### src/rtl/mgmt_autopoll_pkg.sv
package mgmt_autopoll_pkg;

  // Bit positions inside one read frame (index of the MDC period).
  localparam logic [5:0] IDX_HDR     = 6'd32;  // first bit after the preamble
  localparam logic [5:0] IDX_HDR_END = 6'd45;  // last header bit
  localparam logic [5:0] IDX_DATA    = 6'd48;  // first data bit after turnaround
  localparam logic [5:0] IDX_LAST    = 6'd63;  // last data bit

  // Control word field positions.
  localparam int EN_POS    = 15;
  localparam int REG_HI    = 12;
  localparam int REG_LO    = 8;
  localparam int NOPRE_POS = 6;
  localparam int DFLT_POS  = 5;
  localparam int PHY_HI    = 4;

  // Start bits followed by the read opcode.
  localparam logic [3:0] READ_LEAD = 4'b0110;

  typedef struct packed {
    logic       start;   // frame begins next cycle, latch target
    logic       drive;   // launch the bit for bitIdx
    logic       sample;  // capture mdioIn (data region)
    logic       done;    // frame finished, compare now
    logic       abort;   // frame abandoned
    logic       active;  // a frame is in progress
    logic [5:0] bitIdx;  // current bit period
  } seq_strobe_t;

endpackage

### src/rtl/mgmt_autopoll_ctrl.sv
module mgmt_autopoll_ctrl
  import mgmt_autopoll_pkg::*;
#(
  parameter int MDC_DIV    = 8,
  parameter int INTERVAL_W = 16
) (
  input  logic                  clk,
  input  logic                  rstN,
  input  logic                  pollOn,
  input  logic                  skipPre,
  input  logic [INTERVAL_W-1:0] intervalCycles,
  output logic                  mdc,
  output seq_strobe_t           strb
);

  localparam int HALF  = MDC_DIV / 2;
  localparam int DIV_W = $clog2(MDC_DIV);

  typedef enum logic {ST_IDLE, ST_FRAME} seq_state_e;

  seq_state_e            state;
  logic [INTERVAL_W-1:0] idleCnt;
  logic [DIV_W-1:0]      divCnt;
  logic [5:0]            bitIdx;
  logic                  lastPhase;
  logic                  inFrame;

  assign inFrame   = (state == ST_FRAME);
  assign lastPhase = (divCnt == DIV_W'(MDC_DIV - 1));

  always_comb begin
    strb        = '0;
    strb.active = inFrame;
    strb.bitIdx = bitIdx;
    strb.start  = !inFrame && pollOn && (idleCnt >= intervalCycles);
    strb.drive  = inFrame && pollOn && (divCnt == '0);
    strb.sample = inFrame && pollOn && (divCnt == DIV_W'(HALF - 1)) && (bitIdx >= IDX_DATA);
    strb.done   = inFrame && pollOn && lastPhase && (bitIdx == IDX_LAST);
    strb.abort  = inFrame && !pollOn;
  end

  always_ff @(posedge clk or negedge rstN) begin
    if (!rstN) begin
      state   <= ST_IDLE;
      idleCnt <= '0;
      divCnt  <= '0;
      bitIdx  <= '0;
      mdc     <= 1'b0;
    end else if (!pollOn) begin
      state   <= ST_IDLE;
      idleCnt <= '0;
      divCnt  <= '0;
      bitIdx  <= '0;
      mdc     <= 1'b0;
    end else begin
      case (state)
        ST_IDLE: begin
          mdc <= 1'b0;
          if (strb.start) begin
            state   <= ST_FRAME;
            idleCnt <= '0;
            divCnt  <= '0;
            bitIdx  <= skipPre ? IDX_HDR : 6'd0;
          end else begin
            idleCnt <= idleCnt + 1'b1;
          end
        end
        ST_FRAME: begin
          // MDC high during the second half of each bit period.
          mdc <= !lastPhase && (divCnt >= DIV_W'(HALF - 1));
          if (lastPhase) begin
            divCnt <= '0;
            if (bitIdx == IDX_LAST) begin
              state   <= ST_IDLE;
              idleCnt <= '0;
            end else begin
              bitIdx <= bitIdx + 1'b1;
            end
          end else begin
            divCnt <= divCnt + 1'b1;
          end
        end
        default: state <= ST_IDLE;
      endcase
    end
  end

endmodule

### src/rtl/mgmt_autopoll_dp.sv
module mgmt_autopoll_dp
  import mgmt_autopoll_pkg::*;
(
  input  logic        clk,
  input  logic        rstN,
  input  logic        globalEn,
  input  logic        cfgWrite,
  input  logic [15:0] cfgData,
  input  logic [4:0]  dfltPhyAddr,
  input  logic        dfltNoPre,
  input  logic        irqClear,
  input  logic        mdioIn,
  input  seq_strobe_t strb,
  output logic [15:0] ctrlQ,
  output logic        pollOn,
  output logic        skipPre,
  output logic        mdioOut,
  output logic        mdioOe,
  output logic        changeIrq,
  output logic [15:0] polledValue
);

  logic        cfgEn;
  logic [4:0]  cfgReg;
  logic        cfgNoPre;
  logic        cfgDflt;
  logic [4:0]  cfgPhy;

  logic [4:0]  effPhy;
  logic [13:0] frameHdr;
  logic [9:0]  frameTarget;
  logic [9:0]  baseTarget;
  logic        baseValid;
  logic [15:0] shiftIn;
  logic [3:0]  hdrSel;
  logic        changeSet;

  // Control word storage; reserved positions are not kept.
  always_ff @(posedge clk or negedge rstN) begin
    if (!rstN) begin
      cfgEn    <= 1'b0;
      cfgReg   <= '0;
      cfgNoPre <= 1'b0;
      cfgDflt  <= 1'b0;
      cfgPhy   <= '0;
    end else if (cfgWrite) begin
      cfgEn    <= cfgData[EN_POS];
      cfgReg   <= cfgData[REG_HI:REG_LO];
      cfgNoPre <= cfgData[NOPRE_POS];
      cfgDflt  <= cfgData[DFLT_POS];
      cfgPhy   <= cfgData[PHY_HI:0];
    end
  end

  assign ctrlQ   = {cfgEn, 2'b00, cfgReg, 1'b0, cfgNoPre, cfgDflt, cfgPhy};
  assign pollOn  = cfgEn && globalEn;
  assign effPhy  = cfgDflt ? dfltPhyAddr : cfgPhy;
  assign skipPre = cfgDflt ? dfltNoPre : cfgNoPre;
  assign hdrSel  = 4'(IDX_HDR_END - strb.bitIdx);

  // Target latched at frame start so mid-frame writes do not disturb it.
  always_ff @(posedge clk or negedge rstN) begin
    if (!rstN) begin
      frameHdr    <= '0;
      frameTarget <= '0;
    end else if (strb.start) begin
      frameHdr    <= {READ_LEAD, effPhy, cfgReg};
      frameTarget <= {effPhy, cfgReg};
    end
  end

  // Serializer: bit launched at the start of the MDC low half.
  always_ff @(posedge clk or negedge rstN) begin
    if (!rstN) begin
      mdioOut <= 1'b0;
      mdioOe  <= 1'b0;
    end else if (!strb.active || strb.abort) begin
      mdioOut <= 1'b0;
      mdioOe  <= 1'b0;
    end else if (strb.drive) begin
      if (strb.bitIdx < IDX_HDR) begin
        mdioOut <= 1'b1;
        mdioOe  <= 1'b1;
      end else if (strb.bitIdx <= IDX_HDR_END) begin
        mdioOut <= frameHdr[hdrSel];
        mdioOe  <= 1'b1;
      end else begin
        mdioOut <= 1'b0;
        mdioOe  <= 1'b0;
      end
    end
  end

  always_ff @(posedge clk or negedge rstN) begin
    if (!rstN) shiftIn <= '0;
    else if (strb.sample) shiftIn <= {shiftIn[14:0], mdioIn};
  end

  assign changeSet = strb.done && baseValid && (baseTarget == frameTarget)
                     && (shiftIn != polledValue);

  always_ff @(posedge clk or negedge rstN) begin
    if (!rstN) begin
      baseValid   <= 1'b0;
      baseTarget  <= '0;
      polledValue <= '0;
    end else if (!pollOn) begin
      baseValid <= 1'b0;
    end else if (strb.done) begin
      baseValid   <= 1'b1;
      baseTarget  <= frameTarget;
      polledValue <= shiftIn;
    end
  end

  always_ff @(posedge clk or negedge rstN) begin
    if (!rstN) changeIrq <= 1'b0;
    else changeIrq <= (changeIrq && !irqClear) || changeSet;
  end

endmodule

### src/rtl/mgmt_autopoll.sv
module mgmt_autopoll
  import mgmt_autopoll_pkg::*;
#(
  parameter int MDC_DIV    = 8,
  parameter int INTERVAL_W = 16
) (
  input  logic                  clk,
  input  logic                  rstN,
  input  logic                  globalEn,
  input  logic                  cfgWrite,
  input  logic [15:0]           cfgData,
  output logic [15:0]           ctrlQ,
  input  logic [4:0]            dfltPhyAddr,
  input  logic                  dfltNoPre,
  input  logic [INTERVAL_W-1:0] intervalCycles,
  input  logic                  irqClear,
  output logic                  changeIrq,
  output logic [15:0]           polledValue,
  output logic                  mdc,
  output logic                  mdioOut,
  output logic                  mdioOe,
  input  logic                  mdioIn
);

  seq_strobe_t strb;
  logic        pollOn;
  logic        skipPre;
  logic        frameDone;

  assign frameDone = strb.done;

  mgmt_autopoll_ctrl #(
    .MDC_DIV   (MDC_DIV),
    .INTERVAL_W(INTERVAL_W)
  ) u_ctrl (
    .clk           (clk),
    .rstN          (rstN),
    .pollOn        (pollOn),
    .skipPre       (skipPre),
    .intervalCycles(intervalCycles),
    .mdc           (mdc),
    .strb          (strb)
  );

  mgmt_autopoll_dp u_dp (
    .clk        (clk),
    .rstN       (rstN),
    .globalEn   (globalEn),
    .cfgWrite   (cfgWrite),
    .cfgData    (cfgData),
    .dfltPhyAddr(dfltPhyAddr),
    .dfltNoPre  (dfltNoPre),
    .irqClear   (irqClear),
    .mdioIn     (mdioIn),
    .strb       (strb),
    .ctrlQ      (ctrlQ),
    .pollOn     (pollOn),
    .skipPre    (skipPre),
    .mdioOut    (mdioOut),
    .mdioOe     (mdioOe),
    .changeIrq  (changeIrq),
    .polledValue(polledValue)
  );

endmodule

### config.mk
export PLATFORM = sky130hd
export DESIGN_NAME = mgmt_autopoll
export DESIGN_NICKNAME = d
export VERILOG_FILES = /design/src/rtl/mgmt_autopoll_pkg.sv /design/src/rtl/mgmt_autopoll_ctrl.sv /design/src/rtl/mgmt_autopoll_dp.sv /design/src/rtl/mgmt_autopoll.sv
export SDC_FILE = /design/constraint.sdc
export NUM_CORES = 1
export LEC_CHECK = 0
export CAP_MARGIN = 20
export CORE_MARGIN = 2
export CORE_UTILIZATION = 40
export DETAILED_ROUTE_END_ITERATION = 10
export GPL_TIMING_DRIVEN = 0
export PLACE_DENSITY = 0.61
export SLEW_MARGIN = 10
export SYNTH_ARGS = -nofsm -noshare
export SYNTH_HDL_FRONTEND = slang
export SYNTH_HIERARCHICAL = 1
export SYNTH_SLANG_ARGS = --single-unit
export TNS_END_PERCENT = 20
### constraint.sdc
create_clock -name clk -period 5.2 [get_ports clk]
set_clock_uncertainty 0.15 [all_clocks]
set_input_delay 0.78 -clock clk [delete_from_list [all_inputs] [get_ports clk]]
set_output_delay 0.78 -clock clk [all_outputs]
set_load 0.005 [all_outputs]
# --- Word level (Yosys, flattened, before mapping) ---
# Index checks and enable logic that the tools add are counted.
totals:
  output_inout_bits: 36
  regBits: 107
  in_bits: 44
op_classes:
  n_reduce_logical: 26
  n_lt_le_gt_ge: 6
  n_eq_ne: 10
  n_bitwise: 1
  add_sub_neg: 4
  mux: 36
ops:
  columns: ["operator", "n"]
  rows:
  - ["$mux W16", 4]
  - ["$pmux W16 S2", 1]
  - ["$mux W6", 5]
  - ["$mux W1", 17]
  - ["$add A16 B1 Y16 const B", 1]
  - ["$ge A16 B16 Y1", 1]
  - ["$ne A16 B16 Y1", 1]
  - ["$logic_and A1 B1 Y1", 15]
  - ["$ne A3 B3 Y1 const B", 4]
  - ["$pmux W6 S2", 1]
  - ["$eq A10 B10 Y1", 1]
  - ["$mux W3", 3]
  - ["$add A6 B1 Y6 const B", 1]
  - ["$eq A6 B6 Y1 const B", 1]
  - ["$ge A6 B6 Y1 const B", 1]
  - ["$le A6 B6 Y1 const B", 1]
  - ["$lt A6 B6 Y1 const B", 1]
  - ["$pmux W3 S2", 1]
  - ["$lt A4 B5 Y1 const B", 1]
  - ["$mux W5", 1]
  - ["$bmux W1 S4", 1]
  - ["$logic_not A1 Y1", 4]
  - ["$pmux W1 S2", 2]
  - ["$reduce_and A2 Y1", 2]
  - ["other kinds (11)", 12]

# --- Longest topological paths before layout ---
depth:
  word_depth: 8
  mapped_depth: 11
  depth_no_buf: 9

# --- Cells and area by module ---
# The synthesis kept the hierarchy.
by_module_without_submodules:
  columns: ["mod", "n_inst", "area_each_um2", "cells_per_inst"]
  rows:
  - ["mgmt_autopoll_dp", 1, 3115.5, 224]
  - ["mgmt_autopoll_ctrl", 1, 1909.3, 212]

# --- Least setup slack after synthesis ---
# Ideal clock, no wire load.
synth_path:
  kind: "input to register"
  from: "input intervalCycles[1]"
  to: "register u_dp.frameHdr[9]"
  path_buffers: 2
  arrival_time_ps: 2624
  setup_ps: 137
  slack_ps: 2289
  path_stages: 11
  path_cell_list: "inv_1 > ha_1 > nor2b_1 > o211a_1 > o311a_1 > a211oi_1 > a31oi_1 > clkbuf_1 > clkbuf_1 > nor2_1 > a21oi_1"
synth_lines:
  columns: ["element", "line", "source"]
  rows:
  - ["start, declared", "mgmt_autopoll.sv:15", "input logic [INTERVAL_W-1:0] intervalCycles,"]
  - ["end signal, assigned", "mgmt_autopoll_dp.sv:67", "frameHdr <= {READ_LEAD, effPhy, cfgReg};"]
  - ["end, declared", "mgmt_autopoll_dp.sv:30", "logic [13:0] frameHdr;"]

==> out/qor.txt <==
Outcome: completed
Die W: 116 um
DRC: 0
Clock-pin slew on the worst setup and hold paths: 60 ps
Via count: 3,519
Crit share post-route: 0.677
Vias in the first global route: 3,555
Routed wire length: 10,000 um
Depth of the CTS H-tree: 3
GRT Util Overall: 0.162
Critical Path RT: 5320 ps
CTS sink cnt: 97
Initial DRT Pass Iterations: 4
Clk pwr share: 0.447
Power Density: 258 nW/um2
Hold Crit Class: in -> async
EDFF count, synth: 0
Final Hold Vio Count: 0
Synthesized instance count: 436
Initial antenna violation count: 0
Top FF cell, synth: dfrtp_1
Switch Pwr: 352 uW
Die footprint: 13,500 um2
PortBufs: 73
TritonCTS Buffers: 9
Total Power: 1630 uW
Slew at the pin with the worst max-slew slack: 583 ps
DR iter-0 viols: 117
Cts hold-fix bufs: 0
Routability congestion estimate: 0.752
Setup Crit Path Kind: in -> reg
Synth area leader: dfrtp_1
Clock Tree Buf Depth: 2
ANT cells: 0
# IOs: 80
# rows: 40
Final setup fails: 0
Post-DRT Antenna Nets: 0
Core area: 12,200 um2
Dpl hpwl: 7350 um
# nets final: 590
P_int: 1280 uW
First-pass GRT wire length: 17,000 um
Async SR Flop Fraction: 1.00
Setup crit end kind: flip-flop
Post-synthesis cell area: 5020 um2
Most common cell in the synthesized netlist: dfrtp_1
Comb pwr share: 0.077
YS warnings: 6
Pleak: 0.00299 uW
Register area share after synthesis: 0.483
Global route total overflow: 0
Synth top cells by count: dfrtp_1, mux2_2, inv_1
WP data arrival: 3640 ps
CTS tree: yes
Slew Limit Fails: 0
Yosys cell types: 57
Syn_area_per_cell: 11.5 um2
Initial core utilization: 0.413
Clk Tree Root Cell: clkbuf_16
Synth top area cells: dfrtp_1, mux2_2, ha_1
Tmin final: 3520 ps
RSZ-0062 raised after global routing: no
Final setup TNS: 0 ps
Share of cells above drive strength 1: 0.206
Relative slew slack: 0.611
Setup Fix Bufs, Post-CTS: 0
Largest net degree at the start of global routing: 59
DIE HEIGHT: 116 um
Flops & latches, synth: 97
F_max: 284 MHz
Via/cell ratio: 5.06
Area share of the largest cell type after synthesis: 0.483
Clk Latency, worst-skew pair: 350 ps
Core Util, Final: 0.520
Flop pwr share: 0.477
WL/cell: 14.4 um
Peak supply drop: 163 uV
# resized after CTS: 0
Layout overhead on the synthesized area: 25.9%
Max-capacitance violation count: 0
CP startpoint kind: input port
Switching Share: 0.216
Worst-path fanout max: 10
[power groups by stage]
stage | registers, uW | logic (uW) | clock network (uW)
after CTS | 777 | 128 | 751
after detailed placement | 792 | 127 | 0
after floorplan | 790 | 47.6 | 0
final | 777 | 125 | 728
after global placement | 791 | 123 | 0
after global routing | 779 | 140 | 776
[kinds of logic after synthesis]
group / share of synthesized area
buf+inv: 0.0386
flops: 0.483
mux: 0.163
compound gates: 0.0971
other cells: 0.000746
simple gates: 0.103
fa+ha+maj: 0.0573
xor+xnor: 0.0575
[cell type report]
| type | count | area [um2] |
|---|---|---|
| Clock buffer | 11 | 243 |
| Sequential cell | 97 | 2430 |
| Clock inverter | 5 | 87.6 |
| Tap cell | 168 | 210 |
| Inverter | 26 | 97.6 |
| Fill cell | 1106 | 5830 |
| Multi-Input combinational cell | 298 | 2410 |
| Timing Repair Buffer | 74 | 756 |
| Buffer | 17 | 96.3 |
[cell usage in the layout (no fill, tap or decap), drive strengths merged, types with 8 or more instances in the layout]
cell type / synthesis / layout
a21oi: 11 / 11
a31oi: 8 / 8
buf: 13 / 15
clkbuf: 4 / 15
clkdlybuf4s50: 0 / 72
dfrtp: 97 / 97
ha: 23 / 23
inv: 26 / 27
mux2: 66 / 66
nand2: 22 / 22
nand3: 10 / 10
nand4: 10 / 10
nor2: 25 / 25
o21ai: 20 / 20
xnor2: 20 / 20
xor2: 13 / 13
[critical path, cell delays in order]
cell and delay [ps]:
clkdlybuf4s50_1 450, inv_1 40, ha_1 300, nand4_1 160, nor3_1 360, o311a_1 300, a211oi_1 100, a31oi_1 220
clkbuf_1 360, clkbuf_1 360, nor2_1 80, a21oi_1 130
[sequential cells by signal, summed over array words and instances, names as in the netlist, 2 cells and up]
| name | count |
|---|---|
| u_dp/cfgReg | 5 |
| u_dp/baseTarget | 10 |
| u_dp/frameTarget | 9 |
| u_ctrl/bitIdx | 6 |
| u_ctrl/idleCnt | 16 |
| u_dp/shiftIn | 16 |
| u_dp/cfgPhy | 5 |
| u_ctrl/divCnt | 3 |
| u_dp/frameHdr | 2 |
| u_dp/polledValue | 16 |
[layer usage]
| layer | track usage | vias to the layer above | share of wire |
|---|---|---|---|
| met5 | 0 | - | 0 |
| met4 | 0.0548 | 0 | 0.012 |
| met3 | 0.0366 | 10 | 0.033 |
| met2 | 0.262 | 64 | 0.47 |
| met1 | 0.215 | 1708 | 0.49 |
| li1 | - | 1737 | - |
[path summary, 6_finish.rpt]
path	start	endpoint	slack (ps)	depth (start not counted)
worst max-delay path	intervalCycles[13]	u_dp/frameTarget[8]$_DFFE_PN0P_	1680	12
worst min-delay path	rstN	u_dp/cfgReg[2]$_DFFE_PN0P_	270	1
worst max register to register	u_ctrl/idleCnt[13]$_DFFE_PN0P_	u_dp/frameTarget[8]$_DFFE_PN0P_	2150	10
worst min register to register	u_dp/frameHdr[11]$_DFFE_PN0P_	u_dp/frameHdr[11]$_DFFE_PN0P_	330	1
max in group asynchronous	rstN	u_dp/cfgPhy[3]$_DFFE_PN0P_	3960	2
min in group clk	u_dp/frameHdr[11]$_DFFE_PN0P_	u_dp/frameHdr[11]$_DFFE_PN0P_	330	1
[stage by stage]
step / cell area [um2] / hold slack, ps / std cells / setup slack [ps]
3_5_place_dp: 6000 / 316 / 680 / 1310
4_1_cts: 6330 / 292 / 696 / 1680
2_1_floorplan: 5030 / 282 / 438 / 2290
6_report: 6330 / 272 / 696 / 1680
3_3_place_gp: 5970 / 316 / 679 / -493
5_1_grt: 6330 / 307 / 696 / 1360
(Power assumes the default switching activity.)
